<file path="src/rtl/uartBankPkg.sv">
package uartBankPkg;
  localparam int NUM_CH = 5;
  localparam int DATA_W = 8;
  localparam int ADDR_W = 6;

  localparam logic [ADDR_W-1:0] ADDR_RXRDY  = 6'h10;
  localparam logic [ADDR_W-1:0] ADDR_TXIDLE = 6'h11;
  localparam logic [ADDR_W-1:0] ADDR_MASK   = 6'h12;
  localparam logic [ADDR_W-1:0] ADDR_FERR   = 6'h13;

  // Control-to-datapath strobes, each valid for one clock
  typedef struct packed {
    logic [NUM_CH-1:0] txLoad;
    logic [NUM_CH-1:0] rxAck;
    logic              maskWr;
    logic              errClr;
  } strobe_t;
endpackage

</file>
<file path="src/rtl/uartBankCtrl.sv">
module uartBankCtrl
  import uartBankPkg::*;
(
  input  logic                     cs,
  input  logic                     rnw,
  input  logic [ADDR_W-1:0]        addr,
  input  logic [NUM_CH-1:0]        rxReady,
  input  logic [NUM_CH-1:0]        txIdle,
  input  logic [NUM_CH-1:0]        mask,
  input  logic [NUM_CH-1:0]        frameErr,
  input  logic [NUM_CH*DATA_W-1:0] rxData,
  output strobe_t                  stb,
  output logic [DATA_W-1:0]        dataOut
);
  logic rdAcc, wrAcc;
  assign rdAcc = cs & rnw;
  assign wrAcc = cs & ~rnw;

  always_comb begin
    stb     = '0;
    dataOut = '0;
    for (int ch = 0; ch < NUM_CH; ch++) begin
      if (addr == ADDR_W'(ch)) begin
        stb.txLoad[ch] = wrAcc;
        stb.rxAck[ch]  = rdAcc;
        if (rdAcc) dataOut = rxData[ch*DATA_W +: DATA_W];
      end
    end
    stb.maskWr = wrAcc && (addr == ADDR_MASK);
    stb.errClr = rdAcc && (addr == ADDR_FERR);
    if (rdAcc) begin
      if (addr == ADDR_RXRDY)  dataOut = DATA_W'(rxReady);
      if (addr == ADDR_TXIDLE) dataOut = DATA_W'(txIdle);
      if (addr == ADDR_MASK)   dataOut = DATA_W'(mask);
      if (addr == ADDR_FERR)   dataOut = DATA_W'(frameErr);
    end
  end
endmodule

</file>
<file path="src/rtl/uartChannel.sv">
module uartChannel #(
  parameter int DATA_W = 8
) (
  input  logic              clk,
  input  logic              rstN,
  input  logic              tick,
  input  logic              rxLine,
  input  logic              txLoad,
  input  logic [DATA_W-1:0] txByte,
  output logic              txLine,
  output logic              txBusy,
  output logic [DATA_W-1:0] rxByte,
  output logic              rxDone,
  output logic              rxFerr
);
  localparam int BIT_W   = $clog2(DATA_W + 2);
  localparam int FRAME_B = DATA_W + 2;

  typedef enum logic [1:0] {RX_IDLE, RX_START, RX_DATA, RX_STOP} rxState_t;

  rxState_t          rxState;
  logic [1:0]        rxSync;
  logic [3:0]        rxPhase;
  logic [BIT_W-1:0]  rxIdx;
  logic [DATA_W-1:0] rxShift;
  logic              rxBit;

  assign rxBit = rxSync[1];

  always_ff @(posedge clk or negedge rstN) begin
    if (!rstN) begin
      rxState <= RX_IDLE;
      rxSync  <= 2'b11;
      rxPhase <= '0;
      rxIdx   <= '0;
      rxShift <= '0;
      rxByte  <= '0;
      rxDone  <= 1'b0;
      rxFerr  <= 1'b0;
    end else begin
      rxSync <= {rxSync[0], rxLine};
      rxDone <= 1'b0;
      if (tick) begin
        rxPhase <= rxPhase + 4'd1;
        unique case (rxState)
          RX_IDLE: begin
            rxPhase <= '0;
            if (!rxBit) rxState <= RX_START;
          end
          RX_START: if (rxPhase == 4'd7) begin
            rxPhase <= '0;
            rxIdx   <= '0;
            rxState <= rxBit ? RX_IDLE : RX_DATA;
          end
          RX_DATA: if (rxPhase == 4'd15) begin
            rxShift <= {rxBit, rxShift[DATA_W-1:1]};
            rxIdx   <= rxIdx + 1'b1;
            if (rxIdx == BIT_W'(DATA_W - 1)) rxState <= RX_STOP;
          end
          RX_STOP: if (rxPhase == 4'd15) begin
            rxByte  <= rxShift;
            rxDone  <= 1'b1;
            rxFerr  <= !rxBit;
            rxState <= RX_IDLE;
          end
        endcase
      end
    end
  end

  logic [FRAME_B-1:0] txShift;
  logic [3:0]         txPhase;
  logic [BIT_W-1:0]   txIdx;

  assign txLine = txBusy ? txShift[0] : 1'b1;

  always_ff @(posedge clk or negedge rstN) begin
    if (!rstN) begin
      txShift <= '1;
      txPhase <= '0;
      txIdx   <= '0;
      txBusy  <= 1'b0;
    end else if (txLoad && !txBusy) begin
      txShift <= {1'b1, txByte, 1'b0};
      txPhase <= '0;
      txIdx   <= '0;
      txBusy  <= 1'b1;
    end else if (txBusy && tick) begin
      txPhase <= txPhase + 4'd1;
      if (txPhase == 4'd15) begin
        txShift <= {1'b1, txShift[FRAME_B-1:1]};
        txIdx   <= txIdx + 1'b1;
        if (txIdx == BIT_W'(FRAME_B - 1)) txBusy <= 1'b0;
      end
    end
  end
endmodule

</file>
<file path="src/rtl/uartBankDp.sv">
module uartBankDp
  import uartBankPkg::*;
#(
  parameter int CLK_DIV = 4,
  parameter int XCVR_CH = 0,
  parameter int AUX_CH  = 1
) (
  input  logic                     clk,
  input  logic                     rstN,
  input  strobe_t                  stb,
  input  logic [DATA_W-1:0]        dataIn,
  input  logic                     splitPorts,
  input  logic [NUM_CH-1:0]        rxd,
  output logic [NUM_CH-1:0]        txd,
  output logic [NUM_CH-1:0]        rxReady,
  output logic [NUM_CH-1:0]        txBusy,
  output logic [NUM_CH-1:0]        mask,
  output logic [NUM_CH-1:0]        frameErr,
  output logic [NUM_CH-1:0]        rxDone,
  output logic [NUM_CH*DATA_W-1:0] rxData,
  output logic                     irq
);
  localparam int DIV_W = (CLK_DIV > 1) ? $clog2(CLK_DIV) : 1;

  logic [DIV_W-1:0]  divCnt;
  logic              tick;
  logic [NUM_CH-1:0] txLine, rxSrc, rxFerr;

  assign tick = (divCnt == DIV_W'(CLK_DIV - 1));

  always_ff @(posedge clk or negedge rstN) begin
    if (!rstN)     divCnt <= '0;
    else if (tick) divCnt <= '0;
    else           divCnt <= divCnt + 1'b1;
  end

  for (genvar ch = 0; ch < NUM_CH; ch++) begin : g_ch
    if (ch == AUX_CH) begin : g_aux
      assign rxSrc[ch] = splitPorts ? rxd[ch] : (rxd[XCVR_CH] & txLine[XCVR_CH]);
    end else begin : g_plainRx
      assign rxSrc[ch] = rxd[ch];
    end
    if (ch == XCVR_CH) begin : g_xcvr
      assign txd[ch] = splitPorts ? txLine[ch] : (txLine[ch] & txLine[AUX_CH]);
    end else begin : g_plainTx
      assign txd[ch] = txLine[ch];
    end

    uartChannel #(.DATA_W(DATA_W)) chan_i (
      .clk(clk), .rstN(rstN), .tick(tick), .rxLine(rxSrc[ch]),
      .txLoad(stb.txLoad[ch]), .txByte(dataIn), .txLine(txLine[ch]),
      .txBusy(txBusy[ch]), .rxByte(rxData[ch*DATA_W +: DATA_W]),
      .rxDone(rxDone[ch]), .rxFerr(rxFerr[ch])
    );
  end

  always_ff @(posedge clk or negedge rstN) begin
    if (!rstN) begin
      rxReady  <= '0;
      mask     <= '0;
      frameErr <= '0;
    end else begin
      rxReady  <= (rxReady & ~stb.rxAck) | rxDone;
      frameErr <= (stb.errClr ? '0 : frameErr) | (rxDone & rxFerr);
      if (stb.maskWr) mask <= dataIn[NUM_CH-1:0];
    end
  end

  assign irq = |(rxReady & mask);
endmodule

</file>
<file path="src/rtl/uartBank.sv">
module uartBank
  import uartBankPkg::*;
#(
  parameter int CLK_DIV = 4,
  parameter int XCVR_CH = 0,
  parameter int AUX_CH  = 1
) (
  input  logic              clk,
  input  logic              rstN,
  input  logic              cs,
  input  logic              rnw,
  input  logic [ADDR_W-1:0] addr,
  input  logic [DATA_W-1:0] dataIn,
  output logic [DATA_W-1:0] dataOut,
  output logic              irq,
  input  logic              splitPorts,
  input  logic [NUM_CH-1:0] rxd,
  output logic [NUM_CH-1:0] txd
);
  strobe_t                  stb;
  logic [NUM_CH-1:0]        rxReady, txBusy, mask, frameErr, rxDone;
  logic [NUM_CH*DATA_W-1:0] rxData;

  uartBankCtrl ctrl_i (
    .cs(cs), .rnw(rnw), .addr(addr), .rxReady(rxReady), .txIdle(~txBusy),
    .mask(mask), .frameErr(frameErr), .rxData(rxData), .stb(stb), .dataOut(dataOut)
  );

  uartBankDp #(.CLK_DIV(CLK_DIV), .XCVR_CH(XCVR_CH), .AUX_CH(AUX_CH)) dp_i (
    .clk(clk), .rstN(rstN), .stb(stb), .dataIn(dataIn), .splitPorts(splitPorts),
    .rxd(rxd), .txd(txd), .rxReady(rxReady), .txBusy(txBusy), .mask(mask),
    .frameErr(frameErr), .rxDone(rxDone), .rxData(rxData), .irq(irq)
  );
endmodule

</file>
<file path="config.mk">
export PLATFORM = sky130hd
export DESIGN_NAME = uartBank
export DESIGN_NICKNAME = d
export VERILOG_FILES = /design/src/rtl/uartBankPkg.sv /design/src/rtl/uartBankCtrl.sv /design/src/rtl/uartChannel.sv /design/src/rtl/uartBankDp.sv /design/src/rtl/uartBank.sv
export SDC_FILE = /design/constraint.sdc
export NUM_CORES = 1
export LEC_CHECK = 0
export ABC_AREA = 1
export BUFFER_PORTS_ARGS = -buffer_cell sky130_fd_sc_hd__clkbuf_2
export CAP_MARGIN = 10
export CORE_ASPECT_RATIO = 1.75
export CORE_MARGIN = 1
export CORE_UTILIZATION = 55
export DETAILED_ROUTE_END_ITERATION = 12
export PLACE_DENSITY_LB_ADDON = 0.1
export SLEW_MARGIN = 40
export SYNTH_ARGS = -nofsm -noshare
export SYNTH_HDL_FRONTEND = slang
export SYNTH_SLANG_ARGS = --single-unit
</file>
<file path="constraint.sdc">
create_clock -name clk -period 3.2 [get_ports clk]
set_clock_uncertainty 0.15 [all_clocks]
set_input_delay 0.32 -clock clk [delete_from_list [all_inputs] [get_ports clk]]
set_output_delay 0.32 -clock clk [all_outputs]
set_load 0.03 [all_outputs]
</file>
After elaboration in Yosys (flattened, before gate mapping)
Cells that the tools add are included.
Widths: inputs -> output; s select.
{"block": "word_totals", "regBits": 262, "latch_bits": 0, "mem_bits_rw": 0, "romBits": 0, "input_bits": 24, "out_inout_bits": 14, "wordCells": 419, "n_memories": 0}
{"block": "op_classes", "n_addsub": 21, "multipliers": 0, "n_div": 0, "magnitude_cmp": 0, "eq_ne": 74, "shifts": 0, "muxes": 169, "bitwise": 12, "reduce_logical": 79}
{"operator": "$mux 4", "count": 40}
{"operator": "$mux 10", "count": 15}
{"operator": "$mux 8", "count": 15}
{"operator": "$add 4x1->4 const B", "count": 20}
{"operator": "$pmux 4 s2", "count": 10}
{"operator": "$mux 2", "count": 31}
{"operator": "$eq 4x4->1 const B", "count": 15}
{"operator": "$mux 1", "count": 52}
{"operator": "$ne 2x2->1 const B", "count": 25}
{"operator": "$reduce_and 3->1", "count": 15}
{"operator": "$eq 4x3->1 const B", "count": 10}
{"operator": "$pmux 2 s4", "count": 5}
{"operator": "$reduce_bool 2->1", "count": 20}
{"operator": "$reduce_and 6->1", "count": 5}
{"operator": "$eq 6x5->1 const B", "count": 4}
{"operator": "$eq 2x2->1 const B", "count": 11}
{"operator": "$reduce_and 4->1", "count": 5}
{"operator": "$and 5x5->5", "count": 3}
{"operator": "$eq 6x2->1 const B", "count": 2}
{"operator": "$logic_and 1x1->1", "count": 12}
{"operator": "$eq 2x1->1 const B", "count": 5}
{"operator": "$logic_not 1->1", "count": 10}
{"operator": "$logic_not 2->1", "count": 5}
{"operator": "$not 5->5", "count": 2}
{"operator": "other kinds (10)", "count": 18}

Depth between registers and ports, before layout
{"block": "logic_depth", "ltp_word": 16, "depth_mapped": 10}

Cells and area by module
From an unflattened synthesis, not the netlist that was laid out.
{"block": "unflattened", "hier_cells": 1447, "area_unflattened_um2": 12893.6}
{"mod": "uartChannel at dp_i.g_ch[1].chan_i ...", "instances": 2, "cells_each": 238, "area_each_um2": 2260.9}
{"mod": "uartChannel at dp_i.g_ch[3].chan_i", "instances": 1, "cells_each": 240, "area_each_um2": 2263.4}
{"mod": "uartChannel at dp_i.g_ch[4].chan_i", "instances": 1, "cells_each": 237, "area_each_um2": 2259.7}
{"mod": "uartChannel at dp_i.g_ch[0].chan_i", "instances": 1, "cells_each": 237, "area_each_um2": 2250.9}
{"mod": "uartBankCtrl", "instances": 1, "cells_each": 173, "area_each_um2": 849.6}
{"mod": "uartBankDp", "instances": 1, "cells_each": 79, "area_each_um2": 729.4}
{"mod": "uartBank", "instances": 1, "cells_each": 5, "area_each_um2": 18.8}

Least setup slack after synthesis
OpenSTA, ideal clock, no wires.
{"block": "synth_path", "path_type": "input -> output", "from": "input addr[0]", "to": "output dataOut[5]", "arrival_ns": 1.592, "required_ns": 2.730, "slack_ns": 1.138, "stages": 8, "path_buffers": 1, "path_cell_list": "buf_2 > nor2_4 > nand3_2 > clkinv_2 > nand2_2 > nand2_1 > inv_1 > a21oi_1"}
{"block": "synth_via", "elab_chain_len": 15, "word_cells_on_any_way": 23, "classes_between": "eq/ne: 8; mux: 14; reduce/logical: 1"}
{"element": "from (decl)", "line_no": "uartBank.sv:12", "rtl": "input logic [ADDR_W-1:0] addr,"}
{"element": "$logic_not 6->1", "line_no": "uartBankCtrl.sv:23", "rtl": "if (addr == ADDR_W'(ch)) begin"}
{"element": "$mux 8", "line_no": "uartBankCtrl.sv:23"}
{"element": "$mux 8", "line_no": "uartBankCtrl.sv:26", "rtl": "if (rdAcc) dataOut = rxData[ch*DATA_W +: DATA_W];"}
{"element": "$mux 8", "line_no": "uartBankCtrl.sv:23"}
{"element": "$mux 8", "line_no": "uartBankCtrl.sv:26"}
{"element": "$mux 8", "line_no": "uartBankCtrl.sv:23"}
{"element": "$mux 8", "line_no": "uartBankCtrl.sv:26"}
{"element": "$mux 8", "line_no": "uartBankCtrl.sv:23"}
{"element": "$mux 8", "line_no": "uartBankCtrl.sv:26"}
{"element": "$mux 8", "line_no": "uartBankCtrl.sv:23"}
{"element": "$mux 8", "line_no": "uartBankCtrl.sv:32", "rtl": "if (addr == ADDR_RXRDY) dataOut = DATA_W'(rxReady);"}
{"element": "$mux 8", "line_no": "uartBankCtrl.sv:33", "rtl": "if (addr == ADDR_TXIDLE) dataOut = DATA_W'(txIdle);"}
{"element": "$mux 8", "line_no": "uartBankCtrl.sv:34", "rtl": "if (addr == ADDR_MASK) dataOut = DATA_W'(mask);"}
{"element": "$mux 8", "line_no": "uartBankCtrl.sv:35", "rtl": "if (addr == ADDR_FERR) dataOut = DATA_W'(frameErr);"}
{"element": "$mux 8 (*)", "line_no": "uartBankCtrl.sv:31", "rtl": "if (rdAcc) begin"}
{"element": "to (decl)", "line_no": "uartBank.sv:14", "rtl": "output logic [DATA_W-1:0] dataOut,"}
Mark *: on every way between the ends. The rest lies on a longest branch, timed or not.

Final worst setup path
{"block": "layout_path", "from": "input addr[5]", "to": "output dataOut[5]"}
Same word-level chain as after synthesis.

==> flow_metrics.tcl <==
set metrics [dict create \
    status "completed" \
    worstRegToRegCells 4 \
    gp_congestion 0.846 \
    track_usage_pct 24.6 \
    fmax_mhz 424 \
    holdPathStages 3 \
    ir_drop_mv 0.512 \
    pin_count 38 \
    ys_async_sr_fraction_pct 100 \
    ys_ff_latch 257 \
    synthesis.area_sq_mm 0.0122 \
    endpoint_kind "primary output" \
    synthAdderAreaFrac_pct 2.67 \
    synthMuxAreaShare_pct 0.0821 \
    antenna_found_initial 0 \
    finalWorstPathRequiredPeriod_ns 2.36 \
    cts_root_buf "clkbuf_16" \
    viasPerCell 5.19 \
    synth_ff_type "dfrtp_1" \
    dp_slack_ns 0.842 \
    min_path_type "primary input to register" \
    routedWlPerCell_um 14.6 \
    worstPathArrival_ns 1.89 \
    worst_setup_path_start_kind "primary input" \
    drv_slew 0 \
    nNetsFinal 1537 \
    die_w_um 115 \
    htree_levels 1 \
    timing.hold.ws_ns 0.0290 \
    first_global_vias 9167 \
    cts_tree "done" \
    numPortBuffers 37 \
    dr.first_iter.drc_count 491 \
    synth-simple-area-share_pct 22.5 \
    cts.sinks 257 \
    via_count 9330 \
    synth_edf_count 0 \
    die-area_sq_mm 0.0228 \
    diodes 0 \
    ys_warn_count 0 \
    dr.pass1.iters 5 \
    syn_to_final_growth_pct 11.6 \
    start_util_pct 56.5 \
    cts_buffer_depth 3 \
    crit_fanout 21 \
    yosysSeqAreaShare_pct 53.3 \
    post_cts_resized 0 \
    synth-xor-area-share_pct 1.80 \
    fill_cells 1879 \
    rows 71 \
    cts_setup_buffers 0 \
    dp_hpwl_um 18800 \
    avgSynthCellArea_sq_um 8.48 \
    drc 0 \
    grt_overflow 0 \
    hold_viol_final 0 \
    ant_nets 0 \
    grt_first_pass_wirelength_um 44000 \
    rsz0062_at_grt "no" \
    synth_cell_types 44 \
    max-slew-margin-rel_pct 59.0 \
    worstSetupPathType "primary input to primary output" \
    synth_top_family_by_area "simple AND/OR/NAND/NOR gates" \
    finalSetupTns_ns 0 \
    leakagePower_nw 6.37 \
    numCtsBuffers 25 \
    power_density_mw_per_mm2 563 \
    synth_nets 1488 \
    wirelength_um 26300 \
    period_share_pct 73.7 \
    syn_inst 1438 \
    clock_latency_ns 0.52 \
    fin_ws_ns 0.842 \
    grt_max_degree 96 \
    synth_compound_area_share_pct 11.9 \
    layout-drive-gt1-share_pct 13.0 \
    die_h_um 199 \
    maxCapViolations 0 \
    required_ns 2.73 \
    setup_viol 0 \
    clk_pin_slew_ns 0.06 \
    core_area_sq_mm 0.0216 \
    worst_pin_slew_ns 0.612 \
]
==> sequential cells by signal (all words and copies together), names as in the netlist, 10 cells and up, named ones only <==
signal and cells:
dp_i.g_ch.chan_i.txPhase 20, dp_i.g_ch.chan_i.rxSync 10, dp_i.g_ch.chan_i.rxShift 40, dp_i.g_ch.chan_i.txShift 45, dp_i.g_ch.chan_i.rxPhase 20, dp_i.g_ch.chan_i.txIdx 20, dp_i.g_ch.chan_i.rxByte 40, dp_i.g_ch.chan_i.rxIdx 20
==> synthesized netlist by cell type, types with 3 or more instances <==
cell / n / area, sq um
nand4_2: 3 / 37.5
o2111ai_1: 3 / 26.3
or2_0: 5 / 31.3
inv_2: 8 / 30.0
nand3_1: 92 / 460
dfstp_2: 55 / 1450
inv_1: 183 / 687
o21ai_0: 183 / 916
a31oi_1: 6 / 37.5
nand2_2: 6 / 37.5
dfrtp_1: 202 / 5050
nand2_1: 344 / 1290
buf_4: 9 / 67.6
clkbuf_1: 12 / 45.0
ha_1: 26 / 325
nor3_2: 3 / 30.0
nand3_2: 10 / 100
buf_6: 3 / 33.8
nand4_1: 23 / 144
o21ai_1: 22 / 110
o211ai_1: 3 / 22.5
or2_2: 3 / 18.8
nor2_2: 6 / 37.5
xor2_1: 20 / 175
buf_2: 13 / 65.1
a21oi_1: 48 / 240
xnor2_1: 5 / 43.8
nor3_1: 4 / 20.0
o22ai_1: 9 / 56.3
nor2_1: 108 / 405
nor2_4: 3 / 33.8
nand3_4: 3 / 52.6
==> final cells by class <==
class                   count  area (sq um)  area share (%)
multi-input cells         948          4750            34.9
repair buffers             62           453            3.33
flip-flops and latches    257          6500            47.8
inverters                 193           726            5.33
well taps                 292           365            2.68
clock inverters            12           100           0.735
clock buffers              33           716            5.26
==> metrics by stage <==
step                      total power [mW]  std cells  utilization [%]  area (sq um)
after global routing                  8.06       1797             63.0         13600
after global placement                4.76       1739             58.7         12700
after detailed placement              4.79       1739             58.7         12700
final                                 7.66       1797             63.0         13600
after CTS                             7.75       1797             63.0         13600
after floorplan                       4.49       1438                -         12200
==> per-layer routing <==
metal	track usage, %	wire [um]
met1	28.1	10700
met3	2.71	772
met2	45.4	13700
met4	11.2	1140
met5	0	0
==> critical path, cell delays in order <==
cell and delay, ns:
clkbuf_2 0.09, nor2_2 0.10, buf_4 0.28, nand3_2 0.21, clkinv_2 0.13, nand2_2 0.12
nand2_1 0.11, inv_1 0.04, a21oi_1 0.22, clkbuf_2 0.25
==> timing repair <==
action | 4_1_cts | 5_1_grt
hold buffers | 13 | 0
endpoints found under the hold margin | 130 | 0
setup endpoints to repair | 0 | 0
==> where the power goes <==
| part | leakage (nW) | internal [mW] | total, mW | switching [mW] |
|---|---|---|---|---|
| logic | 2.81 | 0.314 | 0.864 | 0.550 |
| registers | 3.16 | 3.60 | 3.88 | 0.278 |
| clock network | 0.404 | 1.66 | 2.92 | 1.26 |
| total | 6.37 | 5.57 | 7.66 | 2.09 |
==> final timing paths <==
check,start,endpoint,slack (ns)
worst min register to register,dp_i.g_ch[4].chan_i.rxSync[0],dp_i.g_ch[4].chan_i.rxSync[1],0.21
worst max register to register,dp_i.divCnt[0],dp_i.g_ch[3].chan_i.rxByte[6],0.99
max in group asynchronous,rstN,dp_i.g_ch[4].chan_i.rxSync[1],1.89
min in group asynchronous,rstN,dp_i.g_ch[0].chan_i.txPhase[3],0.13
worst max-delay path,addr[5],dataOut[5],0.84
worst min-delay path,dataIn[4],dp_i.g_ch[0].chan_i.txShift[5],0.03
==> cells by family (layout without fill, tap and decap cells) <==
kind of cell / Yosys count / count (layout)
buffers and inverters: 233 / 300
adder cells (fa/ha/maj): 26 / 26
flip-flops: 257 / 257
AO/OA/AOI/OAI: 279 / 279
XOR/XNOR: 25 / 25
multiplexers: 1 / 1
AND/OR/NAND/NOR: 617 / 617
==> cell usage in the layout (no fill, tap or decap), types with 36 or more instances in the layout <==
master	Yosys	layout
nand2_1	344	344
nor2_1	108	108
dfstp_2	55	55
inv_1	183	183
o21ai_0	183	183
dfrtp_1	202	202
a21oi_1	48	48
nand3_1	92	92
clkbuf_2	1	36
No activity file was read; power rests on OpenSTA's default activity.
